File: src/rtl/tokbus_pkg.sv
package tokbus_pkg;

    localparam int BYTE_W = 8;
    localparam int WORD_W = BYTE_W + 1;
    localparam int DEST_W = 7;
    localparam int RD_LAT = 3;

    localparam logic [BYTE_W-1:0] END_BODY = 8'h80;

    typedef struct packed {
        logic              ctl;
        logic [BYTE_W-1:0] body;
    } bus_word_t;

    typedef struct packed {
        logic      vld;
        bus_word_t w;
    } pipe_slot_t;

    typedef enum logic [1:0] {
        PH_BEGIN = 2'd0,
        PH_BODY  = 2'd1,
        PH_END   = 2'd2
    } frame_ph_t;

    function automatic bus_word_t make_begin(input logic [DEST_W-1:0] dest);
        bus_word_t r;
        r.ctl  = 1'b1;
        r.body = {1'b0, dest};
        return r;
    endfunction

    function automatic bus_word_t make_end();
        bus_word_t r;
        r.ctl  = 1'b1;
        r.body = END_BODY;
        return r;
    endfunction

    function automatic bus_word_t make_data(input logic [BYTE_W-1:0] b);
        bus_word_t r;
        r.ctl  = 1'b0;
        r.body = b;
        return r;
    endfunction

endpackage

File: src/rtl/tokbus_tx_filter.sv
module tokbus_tx_filter
    import tokbus_pkg::*;
(
    input  logic              clk,
    input  logic              rst,
    input  logic              wr_en,
    input  logic [WORD_W-1:0] wr_word,
    input  logic              tx_full,
    output logic              tx_push,
    output logic [BYTE_W-1:0] tx_byte,
    output logic              tx_ovf
);

    bus_word_t w;
    logic      payload;
    logic      ovf_q;

    assign w       = bus_word_t'(wr_word);
    assign payload = wr_en & ~w.ctl;
    assign tx_push = payload & ~tx_full;
    assign tx_byte = w.body;
    assign tx_ovf  = ovf_q;

    always_ff @(posedge clk) begin
        if (rst) begin
            ovf_q <= 1'b0;
        end else if (payload && tx_full) begin
            ovf_q <= 1'b1;
        end
    end


    tx_ovf_sticky_chk: assert property (@(posedge clk) disable iff (rst)
        tx_ovf |=> tx_ovf);


    token_no_push_chk: assert property (@(posedge clk) disable iff (rst)
        (wr_en && wr_word[WORD_W-1]) |-> !tx_push);

endmodule

File: src/rtl/tokbus_len_queue.sv
module tokbus_len_queue
    import tokbus_pkg::*;
#(
    parameter int PKT_DEPTH = 4,
    parameter int LEN_W     = 8
) (
    input  logic             clk,
    input  logic             rst,
    input  logic             byte_wr,
    input  logic             pkt_end,
    input  logic             pkt_done,
    output logic [LEN_W-1:0] head_len,
    output logic             pkt_ready
);

    localparam int PTR_W = (PKT_DEPTH > 1) ? $clog2(PKT_DEPTH) : 1;
    localparam int CNT_W = $clog2(PKT_DEPTH + 1);

    logic [LEN_W-1:0] len_mem [PKT_DEPTH];
    logic [PTR_W-1:0] wr_ptr, rd_ptr;
    logic [CNT_W-1:0] pkt_cnt;
    logic [LEN_W-1:0] cur_len;
    logic [LEN_W-1:0] closing_len;

    assign closing_len = cur_len + LEN_W'(byte_wr);
    assign head_len    = len_mem[rd_ptr];
    assign pkt_ready   = (pkt_cnt != '0);

    always_ff @(posedge clk) begin
        if (pkt_end) begin
            len_mem[wr_ptr] <= closing_len;
        end
    end

    always_ff @(posedge clk) begin
        if (rst) begin
            wr_ptr  <= '0;
            rd_ptr  <= '0;
            pkt_cnt <= '0;
            cur_len <= '0;
        end else begin
            if (pkt_end) begin
                wr_ptr  <= (wr_ptr == PTR_W'(PKT_DEPTH - 1)) ? '0 : wr_ptr + 1'b1;
                cur_len <= '0;
            end else if (byte_wr) begin
                cur_len <= closing_len;
            end
            if (pkt_done) begin
                rd_ptr <= (rd_ptr == PTR_W'(PKT_DEPTH - 1)) ? '0 : rd_ptr + 1'b1;
            end
            case ({pkt_end, pkt_done})
                2'b10:   pkt_cnt <= pkt_cnt + 1'b1;
                2'b01:   pkt_cnt <= pkt_cnt - 1'b1;
                default: pkt_cnt <= pkt_cnt;
            endcase
        end
    end


    pkt_cnt_bound_chk: assert property (@(posedge clk) disable iff (rst)
        pkt_cnt <= CNT_W'(PKT_DEPTH));


    done_needs_pkt_chk: assert property (@(posedge clk) disable iff (rst)
        pkt_done |-> pkt_ready);

endmodule

File: src/rtl/tokbus_rx_framer.sv
module tokbus_rx_framer
    import tokbus_pkg::*;
#(
    parameter int LEN_W = 8
) (
    input  logic              clk,
    input  logic              rst,
    input  logic              rd_en,
    input  logic [DEST_W-1:0] dest,
    input  logic              pkt_ready,
    input  logic [LEN_W-1:0]  head_len,
    input  logic              rx_empty,
    input  logic [BYTE_W-1:0] rx_data,
    output logic              rx_pop,
    output logic              pkt_done,
    output logic              emit_vld,
    output bus_word_t         emit_word
);

    frame_ph_t        ph;
    logic [LEN_W-1:0] rem;

    always_comb begin
        rx_pop    = 1'b0;
        pkt_done  = 1'b0;
        emit_vld  = 1'b0;
        emit_word = make_data(rx_data);
        if (rd_en) begin
            case (ph)
                PH_BEGIN: begin
                    emit_vld  = pkt_ready;
                    emit_word = make_begin(dest);
                end
                PH_BODY: begin
                    emit_vld  = 1'b1;
                    rx_pop    = 1'b1;
                end
                PH_END: begin
                    emit_vld  = 1'b1;
                    pkt_done  = 1'b1;
                    emit_word = make_end();
                end
                default: emit_vld = 1'b0;
            endcase
        end
    end

    always_ff @(posedge clk) begin
        if (rst) begin
            ph  <= PH_BEGIN;
            rem <= '0;
        end else if (rd_en) begin
            case (ph)
                PH_BEGIN: begin
                    if (pkt_ready) begin
                        rem <= head_len;
                        ph  <= (head_len == '0) ? PH_END : PH_BODY;
                    end
                end
                PH_BODY: begin
                    rem <= rem - 1'b1;
                    if (rem == LEN_W'(1)) begin
                        ph <= PH_END;
                    end
                end
                default: ph <= PH_BEGIN;
            endcase
        end
    end


    pop_needs_packet_chk: assert property (@(posedge clk) disable iff (rst)
        rx_pop |-> (pkt_ready && !rx_empty));

endmodule

File: src/rtl/tokbus_rd_pipe.sv
module tokbus_rd_pipe
    import tokbus_pkg::*;
#(
    parameter int STAGES = RD_LAT
) (
    input  logic       clk,
    input  logic       rst,
    input  logic       in_vld,
    input  bus_word_t  in_word,
    output logic       out_vld,
    output bus_word_t  out_word
);

    for (genvar g = 0; g < STAGES; g++) begin : g_stage
        pipe_slot_t nxt;
        pipe_slot_t q;
        if (g == 0) begin : g_head
            assign nxt = '{vld: in_vld, w: in_word};
        end else begin : g_link
            assign nxt = g_stage[g-1].q;
        end
        always_ff @(posedge clk) begin
            if (rst) begin
                q <= '0;
            end else begin
                q <= nxt;
            end
        end
    end

    assign out_vld  = g_stage[STAGES-1].q.vld;
    assign out_word = g_stage[STAGES-1].q.w;

endmodule

File: src/rtl/tokbus_port_adapter.sv
module tokbus_port_adapter
    import tokbus_pkg::*;
#(
    parameter int PKT_DEPTH = 4,
    parameter int LEN_W     = 8
) (
    input  logic              clk,
    input  logic              rst,
    input  logic [DEST_W-1:0] cfg_dest,
    input  logic              bus_wr_en,
    input  logic [WORD_W-1:0] bus_wr_word,
    input  logic              tx_full,
    output logic              tx_push,
    output logic [BYTE_W-1:0] tx_byte,
    output logic              tx_ovf,
    output logic              bus_avail,
    input  logic              bus_rd_en,
    output logic              bus_rd_valid,
    output logic [WORD_W-1:0] bus_rd_word,
    input  logic              rx_wr,
    input  logic              rx_eop,
    input  logic              rx_empty,
    input  logic [BYTE_W-1:0] rx_data,
    output logic              rx_pop
);

    logic             pkt_ready;
    logic             pkt_done;
    logic [LEN_W-1:0] head_len;
    logic             emit_vld;
    bus_word_t        emit_word;
    bus_word_t        out_word;

    tokbus_tx_filter u_tx (
        .clk     (clk),
        .rst     (rst),
        .wr_en   (bus_wr_en),
        .wr_word (bus_wr_word),
        .tx_full (tx_full),
        .tx_push (tx_push),
        .tx_byte (tx_byte),
        .tx_ovf  (tx_ovf)
    );

    tokbus_len_queue #(
        .PKT_DEPTH (PKT_DEPTH),
        .LEN_W     (LEN_W)
    ) u_lenq (
        .clk       (clk),
        .rst       (rst),
        .byte_wr   (rx_wr),
        .pkt_end   (rx_eop),
        .pkt_done  (pkt_done),
        .head_len  (head_len),
        .pkt_ready (pkt_ready)
    );

    tokbus_rx_framer #(
        .LEN_W (LEN_W)
    ) u_framer (
        .clk       (clk),
        .rst       (rst),
        .rd_en     (bus_rd_en),
        .dest      (cfg_dest),
        .pkt_ready (pkt_ready),
        .head_len  (head_len),
        .rx_empty  (rx_empty),
        .rx_data   (rx_data),
        .rx_pop    (rx_pop),
        .pkt_done  (pkt_done),
        .emit_vld  (emit_vld),
        .emit_word (emit_word)
    );

    tokbus_rd_pipe #(
        .STAGES (RD_LAT)
    ) u_pipe (
        .clk      (clk),
        .rst      (rst),
        .in_vld   (emit_vld),
        .in_word  (emit_word),
        .out_vld  (bus_rd_valid),
        .out_word (out_word)
    );

    assign bus_avail   = pkt_ready;
    assign bus_rd_word = out_word;


    rd_latency_chk: assert property (@(posedge clk) disable iff (rst)
        bus_rd_valid |-> $past(bus_rd_en, 3));

endmodule

File: config.mk
export PLATFORM = sky130hd
export DESIGN_NAME = tokbus_port_adapter
export DESIGN_NICKNAME = d
export VERILOG_FILES = /design/src/rtl/tokbus_pkg.sv /design/src/rtl/tokbus_tx_filter.sv /design/src/rtl/tokbus_len_queue.sv /design/src/rtl/tokbus_rx_framer.sv /design/src/rtl/tokbus_rd_pipe.sv /design/src/rtl/tokbus_port_adapter.sv
export SDC_FILE = /design/constraint.sdc
export NUM_CORES = 1
export LEC_CHECK = 0
export BUFFER_PORTS_ARGS = -buffer_cell sky130_fd_sc_hd__buf_2
export CORE_MARGIN = 4
export CORE_UTILIZATION = 59
export CTS_CLUSTER_SIZE = 40
export DETAILED_ROUTE_END_ITERATION = 6
export GPL_ROUTABILITY_DRIVEN = 0
export GPL_TIMING_DRIVEN = 0
export PLACE_DENSITY = 0.89
export REMOVE_ABC_BUFFERS = 1
export SYNTH_ARGS = -nofsm -noshare
export SYNTH_HDL_FRONTEND = slang
export SYNTH_SLANG_ARGS = --single-unit
File: constraint.sdc
create_clock -name clk -period 5.15 [get_ports clk]
set_clock_uncertainty 0.05 [all_clocks]
set_input_delay 0.2575 -clock clk [delete_from_list [all_inputs] [get_ports clk]]
set_output_delay 0.2575 -clock clk [all_outputs]
set_load 0.05 [all_outputs]
== Yosys cells after proc, flatten, opt, wreduce, memory -nomap -nowiden ==
Memory sizes are Yosys's and may differ from the RTL's. A register that Yosys moved wholly into a read port is not among the register bits.
Index checks and enable logic that the tools add are counted.

* Muxes and demuxes: 20
* Div/mod/pow operators: 0
* Magnitude comparators: 0
* Bitwise logic cells: 5
* Eq/ne operators: 9
* Reductions and logical operators: 11
* Shifts and indexed selects: 0
* Add/sub/neg operators: 6
* $mul: 0

{| class="wikitable"
|+ Operators with widths
! kind !! count
|-
| $pmux W9 S2 || 1
|-
| $mux W8 || 2
|-
| $pmux W8 S2 || 1
|-
| $mux W2 || 7
|-
| $add A8 B1 Y8 || 1
|-
| $eq A2 B2 Y1 const B || 4
|-
| $eq A8 B1 Y1 const B || 1
|-
| $logic_not A8 Y1 || 1
|-
| $sub A8 B1 Y8 const B || 1
|-
| $mux W1 || 6
|-
| $pmux W3 S2 || 1
|-
| $reduce_and A3 Y1 || 2
|-
| $reduce_or A2 Y1 || 3
|-
| $add A2 B1 Y2 const B || 2
|-
| $eq A2 B1 Y1 const B || 2
|-
| $pmux W2 S2 || 1
|-
| $reduce_bool A2 Y1 || 2
|-
| $add A3 B1 Y3 const B || 1
|-
| $not A1 Y1 || 3
|-
| $reduce_bool A3 Y1 || 1
|-
| $sub A3 B1 Y3 const B || 1
|-
| $and A1 B1 Y1 || 2
|-
| $logic_not A2 Y1 || 1
|-
| $ne A2 B1 Y1 const B || 1
|-
| other kinds (3) || 3
|}

* Latch bits: 0
* Bits in read-only memories: 0
* Memory bits (writable): 32
* Memories: 1
* Word-level logic and storage cells: 68
* Register bits after elaboration: 56

{| class="wikitable"
|+ Memories
! memory !! words !! bits a word !! rd ports !! clocked after Yosys merged registers in !! wr ports !! line !! source
|-
| u_lenq.len_mem || 4 || 8 || 1 || 1 || 1 || tokbus_len_queue.sv:19 || <nowiki>logic [LEN_W-1:0] len_mem [PKT_DEPTH];</nowiki>
|}

== Logic depth before layout (Yosys ltp) ==
* Depth after elaboration: 5
* Depth in mapped cells: 10
* Mapped depth without buffers: 10

== Cells and area by module ==
A second synthesis with hierarchy kept.

* Cell total of the unflattened synthesis: 328
* Area total of the unflattened synthesis: 3883.7 um^2

{| class="wikitable"
|+ Modules (own cells, without submodules)
! module !! area an instance (um^2) !! cells an instance !! times used
|-
| tokbus_len_queue || 2057.0 || 142 || 1
|-
| tokbus_rd_pipe || 882.1 || 63 || 1
|-
| tokbus_rx_framer || 840.8 || 110 || 1
|-
| tokbus_tx_filter || 103.8 || 13 || 1
|}

== Worst setup path before layout ==
OpenSTA, ideal clock, no wires.

* Kind: register -> register
* From: register u_framer.ph[0]
* To: register u_lenq.pkt_cnt[2]
* Buffers on the path: 0
* Clock period less this slack: 2042 ps
* Cell stages (with the launch flop): 11
* Path slack: 3108 ps
* Data required time: 5029 ps
* Arrival: 1921 ps
* Cell sequence: dfxtp_1 > inv_1 > ha_1 > nand2_1 > inv_1 > ha_1 > inv_1 > fa_1 > xor2_1 > or3_1 > a21oi_1

* Cells in the longest elaborated chain, start to end: 5
* Elaborated cells on any way between the ends: 7
* Classes of those cells: eq/ne: 3; mux: 3; reduce/logical: 1

{| class="wikitable"
|+ RTL lines
! element !! line !! source
|-
| from (decl) || tokbus_rx_framer.sv:20 || <nowiki>frame_ph_t ph;</nowiki>
|-
| from (signal assigned) || tokbus_rx_framer.sv:57 || <nowiki>ph <= (head_len == '0) ? PH_END : PH_BODY;</nowiki>
|-
| $eq A2 B2 Y1 (*) || tokbus_rx_framer.sv:29 || <nowiki>case (ph)</nowiki>
|-
| $mux W1 (*) || tokbus_rx_framer.sv:29 ||
|-
| $mux W1 (*) || tokbus_rx_framer.sv:28 || <nowiki>if (rd_en) begin</nowiki>
|-
| $eq A2 B1 Y1 / $eq A2 B2 Y1 (equally long branches) || tokbus_len_queue.sv:51 || <nowiki>case ({pkt_end, pkt_done})</nowiki>
|-
| $pmux W3 S2 / $reduce_bool A2 Y1 (equally long branches) || -- ||
|-
| to (signal assigned) || tokbus_len_queue.sv:52 || <nowiki>2'b10: pkt_cnt <= pkt_cnt + 1'b1;</nowiki>
|-
| to (signal assigned) || tokbus_len_queue.sv:53 || <nowiki>2'b01: pkt_cnt <= pkt_cnt - 1'b1;</nowiki>
|-
| to (signal assigned) || tokbus_len_queue.sv:54 || <nowiki>default: pkt_cnt <= pkt_cnt;</nowiki>
|-
| to (decl) || tokbus_len_queue.sv:21 || <nowiki>logic [CNT_W-1:0] pkt_cnt;</nowiki>
|}

Mark *: on every way between the ends. The rest lies on a longest branch, timed or not.
A chain may end at the register's enable or synchronous reset.

== Worst setup path after layout ==
Same ends and word-level chain as after synthesis.

==> reports/summary.txt <==
======================================================================================================
Outcome .................................................................................    completed
Area share of the largest cell type after synthesis .....................................       30.93%
Launching instance or port of the critical path ......................................... u_framer.ph[0]$_SDFFE_PP0P_
CTS tree ................................................................................          yes
Top Ports ...............................................................................           54
HPWL after detailed placement ...........................................................      4975 um
Initial DRC Count .......................................................................          226
Fraction of the yosys area taken by sequential cells ....................................       56.53%
Setup WS pre-CTS ........................................................................     2.854 ns
Post CTS Setup Buffer Count .............................................................            0
Fill cells ..............................................................................          449
Mapped Avg Cell Area ....................................................................   11.44 um^2
WS Path Type ............................................................................ flip-flop to flip-flop
Antenna diode count .....................................................................            0
Vias in the first global route ..........................................................         2558
Area taken by multi-input logic gates ...................................................    1443 um^2
Final Non-Filler Cells ..................................................................          431
Total routing resource utilization after global routing .................................       20.10%
Antenna Nets Post-Route .................................................................            0
Warnings from Yosys .....................................................................            0
Critical path required time .............................................................      5.38 ns
Cell repeated most along the worst path ................................................. sky130_fd_sc_hd__inv_1
Number of enable flip-flop cells after synthesis ........................................           32
Ys flop type ............................................................................ sky130_fd_sc_hd__dfxtp_1
Leading post-synthesis cells by instance count .......................................... 58 x sky130_fd_sc_hd__dfxtp_1, 32 x sky130_fd_sc_hd__edfxtp_1, 31 x sky130_fd_sc_hd__nor2_1, 21 x sky130_fd_sc_hd__nor2b_1, 16 x sky130_fd_sc_hd__inv_1
CP max FO ...............................................................................            4
Remaining global-route overflow .........................................................            0
Height of the die .......................................................................     87.76 um
Cell count of the worst reg-to-reg path .................................................           10
Core Region .............................................................................    6061 um^2
Final Hold Violating Endpoints ..........................................................            0
Data arrival, critical path .............................................................      2.57 ns
CP Capture Point ........................................................................ u_lenq.pkt_cnt[2]$_SDFFE_PP0P_
Initial antenna violation count .........................................................            0
Max_cap viols ...........................................................................            0
Post-detailed-route wirelength per cell .................................................     16.49 um
Die area ................................................................................    7702 um^2
Sort of element at the start of the critical path .......................................    flip-flop
Setup slack, reg-to-reg .................................................................      2.81 ns
# nets final ............................................................................          398
Die boundary width ......................................................................     87.76 um
Smallest setup slack after layout .......................................................     2.814 ns
Clock tree sinks ........................................................................           90
Clock transition at the register clock pins on the worst setup and hold paths after CTS .      0.08 ns
First-pass GRT wire length ..............................................................     11830 um
RSZ-0062 raised after global routing ....................................................           no
Maximum VDD drop ........................................................................     228.7 uV
Slowest cell delay on critical path .....................................................      0.37 ns
Cell at the root of the clock tree ...................................................... sky130_fd_sc_hd__clkbuf_8
CTS hold repair buffers .................................................................            0
Pin count of the biggest net entering global routing ....................................           47
Min Clock Period, post-route ............................................................     2.336 ns
Proportion of layout cells with a drive suffix above 1 ..................................       17.13%
Initial core utilization ................................................................       61.93%
Worst relative slew slack ...............................................................       45.34%
Port Buf Inserts ........................................................................           36
Number of levels the H-tree was split into ..............................................            3
Final wirelength ........................................................................      7109 um
Total power draw ........................................................................     1.492 mW
Total Neg Setup Slack ...................................................................         0 ns
Number of distinct standard cells referenced by the synthesized netlist .................           47
Synthesis-to-layout area growth .........................................................       9.067%
Cell taking the most area after synthesis ............................................... sky130_fd_sc_hd__dfxtp_1
Post-DR vias/cell .......................................................................        5.770
Final number of max-transition violations ...............................................            0
Source of the worst register-to-register timing path .................................... u_framer.ph[0]$_SDFFE_PP0P_
Dpl cells ...............................................................................          415
Fin crit share ..........................................................................       45.35%
Dominant cells by area after synthesis .................................................. sky130_fd_sc_hd__dfxtp_1 31%, sky130_fd_sc_hd__edfxtp_1 26%, sky130_fd_sc_hd__ha_1 4.7%, sky130_fd_sc_hd__mux4_2 4.2%, sky130_fd_sc_hd__nor2b_1 3.5%
Critical path, cell by cell ............................................................. inv_1 -> ha_1 -> nand2_1 -> inv_1 -> ha_1 -> inv_1 -> fa_1 -> xor2_1 -> or3_1 -> a21oi_1
Highest achievable clock rate ...........................................................    428.2 MHz
Count of unresolved DRC violations after routing ........................................            0
Most frequent cell after synthesis ...................................................... sky130_fd_sc_hd__dfxtp_1
DR pass1 iterations .....................................................................            4
Post-Syn Instances ......................................................................          328
Leakage dissipation .....................................................................     1.619 nW
Seq. cell area ..........................................................................    2122 um^2
End of the worst register-to-register path .............................................. u_lenq.pkt_cnt[2]$_SDFFE_PP0P_
Final setup violation count .............................................................            0
Cell Rows ...............................................................................           28
Mapped cell area ........................................................................    3754 um^2
Via total after detailed routing ........................................................         2487
Path class of the lowest-slack min-delay path ........................................... input pin to flip-flop
Post-cts sizing count ...................................................................            0
Critical Path Slowest Stage Cell ........................................................ sky130_fd_sc_hd__fa_1
Maximum root-to-sink buffer count .......................................................            2
Worst slew pin tran .....................................................................    0.8199 ns
Insertion delay to the later sink of the worst-skew pair ................................      0.35 ns
Total CTS buffers .......................................................................            9
Total power divided by cell area ........................................................ 364.4 nW/um^2
Fraction of synthesis flops using an asynchronous set or reset pin ......................           0%
#FFs+latches synth ......................................................................           90
Crit end category .......................................................................    flip-flop
======================================================================================================
==> cells by family (layout without fill, tap and decap cells) <==
logic type | count (synthesis) | count (layout) | synth area share [%]
xor gates and xnor gates | 14 | 14 | 3.267
DFF | 90 | 90 | 56.53
buffers and inverters | 40 | 68 | 5.033
and+or+nand+nor | 109 | 109 | 15.47
AOI/OAI and AO/OA | 49 | 49 | 8.800
adders and majority gates | 15 | 15 | 5.200
muxes | 11 | 11 | 5.700
==> cell type report <==
cell class | count | area share (%)
Sequential cell | 90 | 51.83
Multi-Input combinational cell | 198 | 35.24
Timing Repair Buffer | 36 | 4.401
Clock buffer | 12 | 3.545
Tap cell | 75 | 2.292
Inverter | 16 | 1.467
Clock inverter | 4 | 1.222
==> through the flow <==
stage	utilization [%]	hold slack, ns	instance area, um^2
global placement	64.33	0.3651	3899
finish	67.55	0.1028	4094
detailed placement	64.33	0.3780	3899
global route	67.55	0.1110	4094
CTS	67.55	0.09051	4094
floorplan	-	0.2721	3625
==> critical path: cells and delay by family (launching register included) <==
family          cells  cell delay, ns
compound gates      1            0.14
buf+inv             3            0.34
flops               1            0.35
fa+ha+maj           3            0.77
simple gates        2            0.45
xor+xnor            1            0.16
==> state kept, by name, summed over array words and instances (netlist names), named ones only <==
| name | count |
|---|---|
| u_tx.tx_ovf | 1 |
| u_pipe.out_word | 9 |
| u_lenq.wr_ptr | 2 |
| u_lenq.cur_len | 8 |
| u_framer.rem | 8 |
| u_pipe.g_stage.q | 20 |
| u_lenq.rd_ptr | 2 |
| u_lenq.pkt_cnt | 3 |
| u_pipe.out_vld | 1 |
| u_lenq.len_mem | 32 |
| u_framer.ph | 2 |
==> worst min path at each step <==
stage                                                  from                                end  slack [ns]  cells past startpoint
after detailed placement  u_pipe.g_stage[0].q[5]$_SDFF_PP0_  u_pipe.g_stage[1].q[5]$_SDFF_PP0_        0.38                      1
final                                           cfg_dest[4]  u_pipe.g_stage[0].q[4]$_SDFF_PP0_        0.10                      3
after global routing                            cfg_dest[2]  u_pipe.g_stage[0].q[2]$_SDFF_PP0_        0.11                      3
after floorplan                                         rst       u_framer.rem[3]$_SDFFE_PP0P_        0.27                      1
after CTS                                       cfg_dest[2]  u_pipe.g_stage[0].q[2]$_SDFF_PP0_        0.09                      3
after global placement    u_pipe.g_stage[0].q[2]$_SDFF_PP0_  u_pipe.g_stage[1].q[2]$_SDFF_PP0_        0.37                      1
==> metal layers <==
| metal | share of wire (%) | global-route usage, % | vias up |
|---|---|---|---|
| li1 | - | - | 1188 |
| met2 | 55 | 36.44 | 75 |
| met3 | 5.0 | 5.550 | 13 |
| met4 | 1.9 | 9.763 | 0 |
| met1 | 39 | 21.40 | 1211 |
| met5 | 0 | 0 | - |
==> cells in the final DEF (no fill, tap or decap), types with 2 or more instances in the layout <==
| cell type | n |
|---|---|
| sky130_fd_sc_hd__mux4_2 | 7 |
| sky130_fd_sc_hd__inv_1 | 16 |
| sky130_fd_sc_hd__o21ai_1 | 9 |
| sky130_fd_sc_hd__o32ai_1 | 2 |
| sky130_fd_sc_hd__ha_1 | 14 |
| sky130_fd_sc_hd__and4_1 | 3 |
| sky130_fd_sc_hd__nand3_1 | 8 |
| sky130_fd_sc_hd__a22oi_1 | 7 |
| sky130_fd_sc_hd__a21oi_1 | 15 |
| sky130_fd_sc_hd__edfxtp_1 | 32 |
| sky130_fd_sc_hd__xor2_1 | 9 |
| sky130_fd_sc_hd__nor2b_1 | 21 |
| sky130_fd_sc_hd__nor3_1 | 4 |
| sky130_fd_sc_hd__nand2_1 | 15 |
| sky130_fd_sc_hd__a21o_1 | 2 |
| sky130_fd_sc_hd__nand4_1 | 4 |
| sky130_fd_sc_hd__nor2_1 | 31 |
| sky130_fd_sc_hd__dfxtp_1 | 58 |
| sky130_fd_sc_hd__nor4_1 | 2 |
| sky130_fd_sc_hd__and3_1 | 2 |
| sky130_fd_sc_hd__and2_1 | 10 |
| sky130_fd_sc_hd__xnor2_1 | 5 |
| sky130_fd_sc_hd__nand3b_1 | 2 |
| sky130_fd_sc_hd__a31oi_1 | 4 |
| sky130_fd_sc_hd__clkbuf_1 | 2 |
| sky130_fd_sc_hd__a32o_1 | 2 |
| sky130_fd_sc_hd__buf_2 | 36 |
| sky130_fd_sc_hd__or3_1 | 2 |
| sky130_fd_sc_hd__mux2i_1 | 3 |
| sky130_fd_sc_hd__clkbuf_8 | 10 |
==> power by group <==
| group | internal (mW) | switching [mW] |
|---|---|---|
| clock network | 0.238 | 0.229 |
| registers | 0.773 | 0.0232 |
| logic | 0.0831 | 0.145 |
| total | 1.09 | 0.398 |
Power figures use the tool's default switching activity.
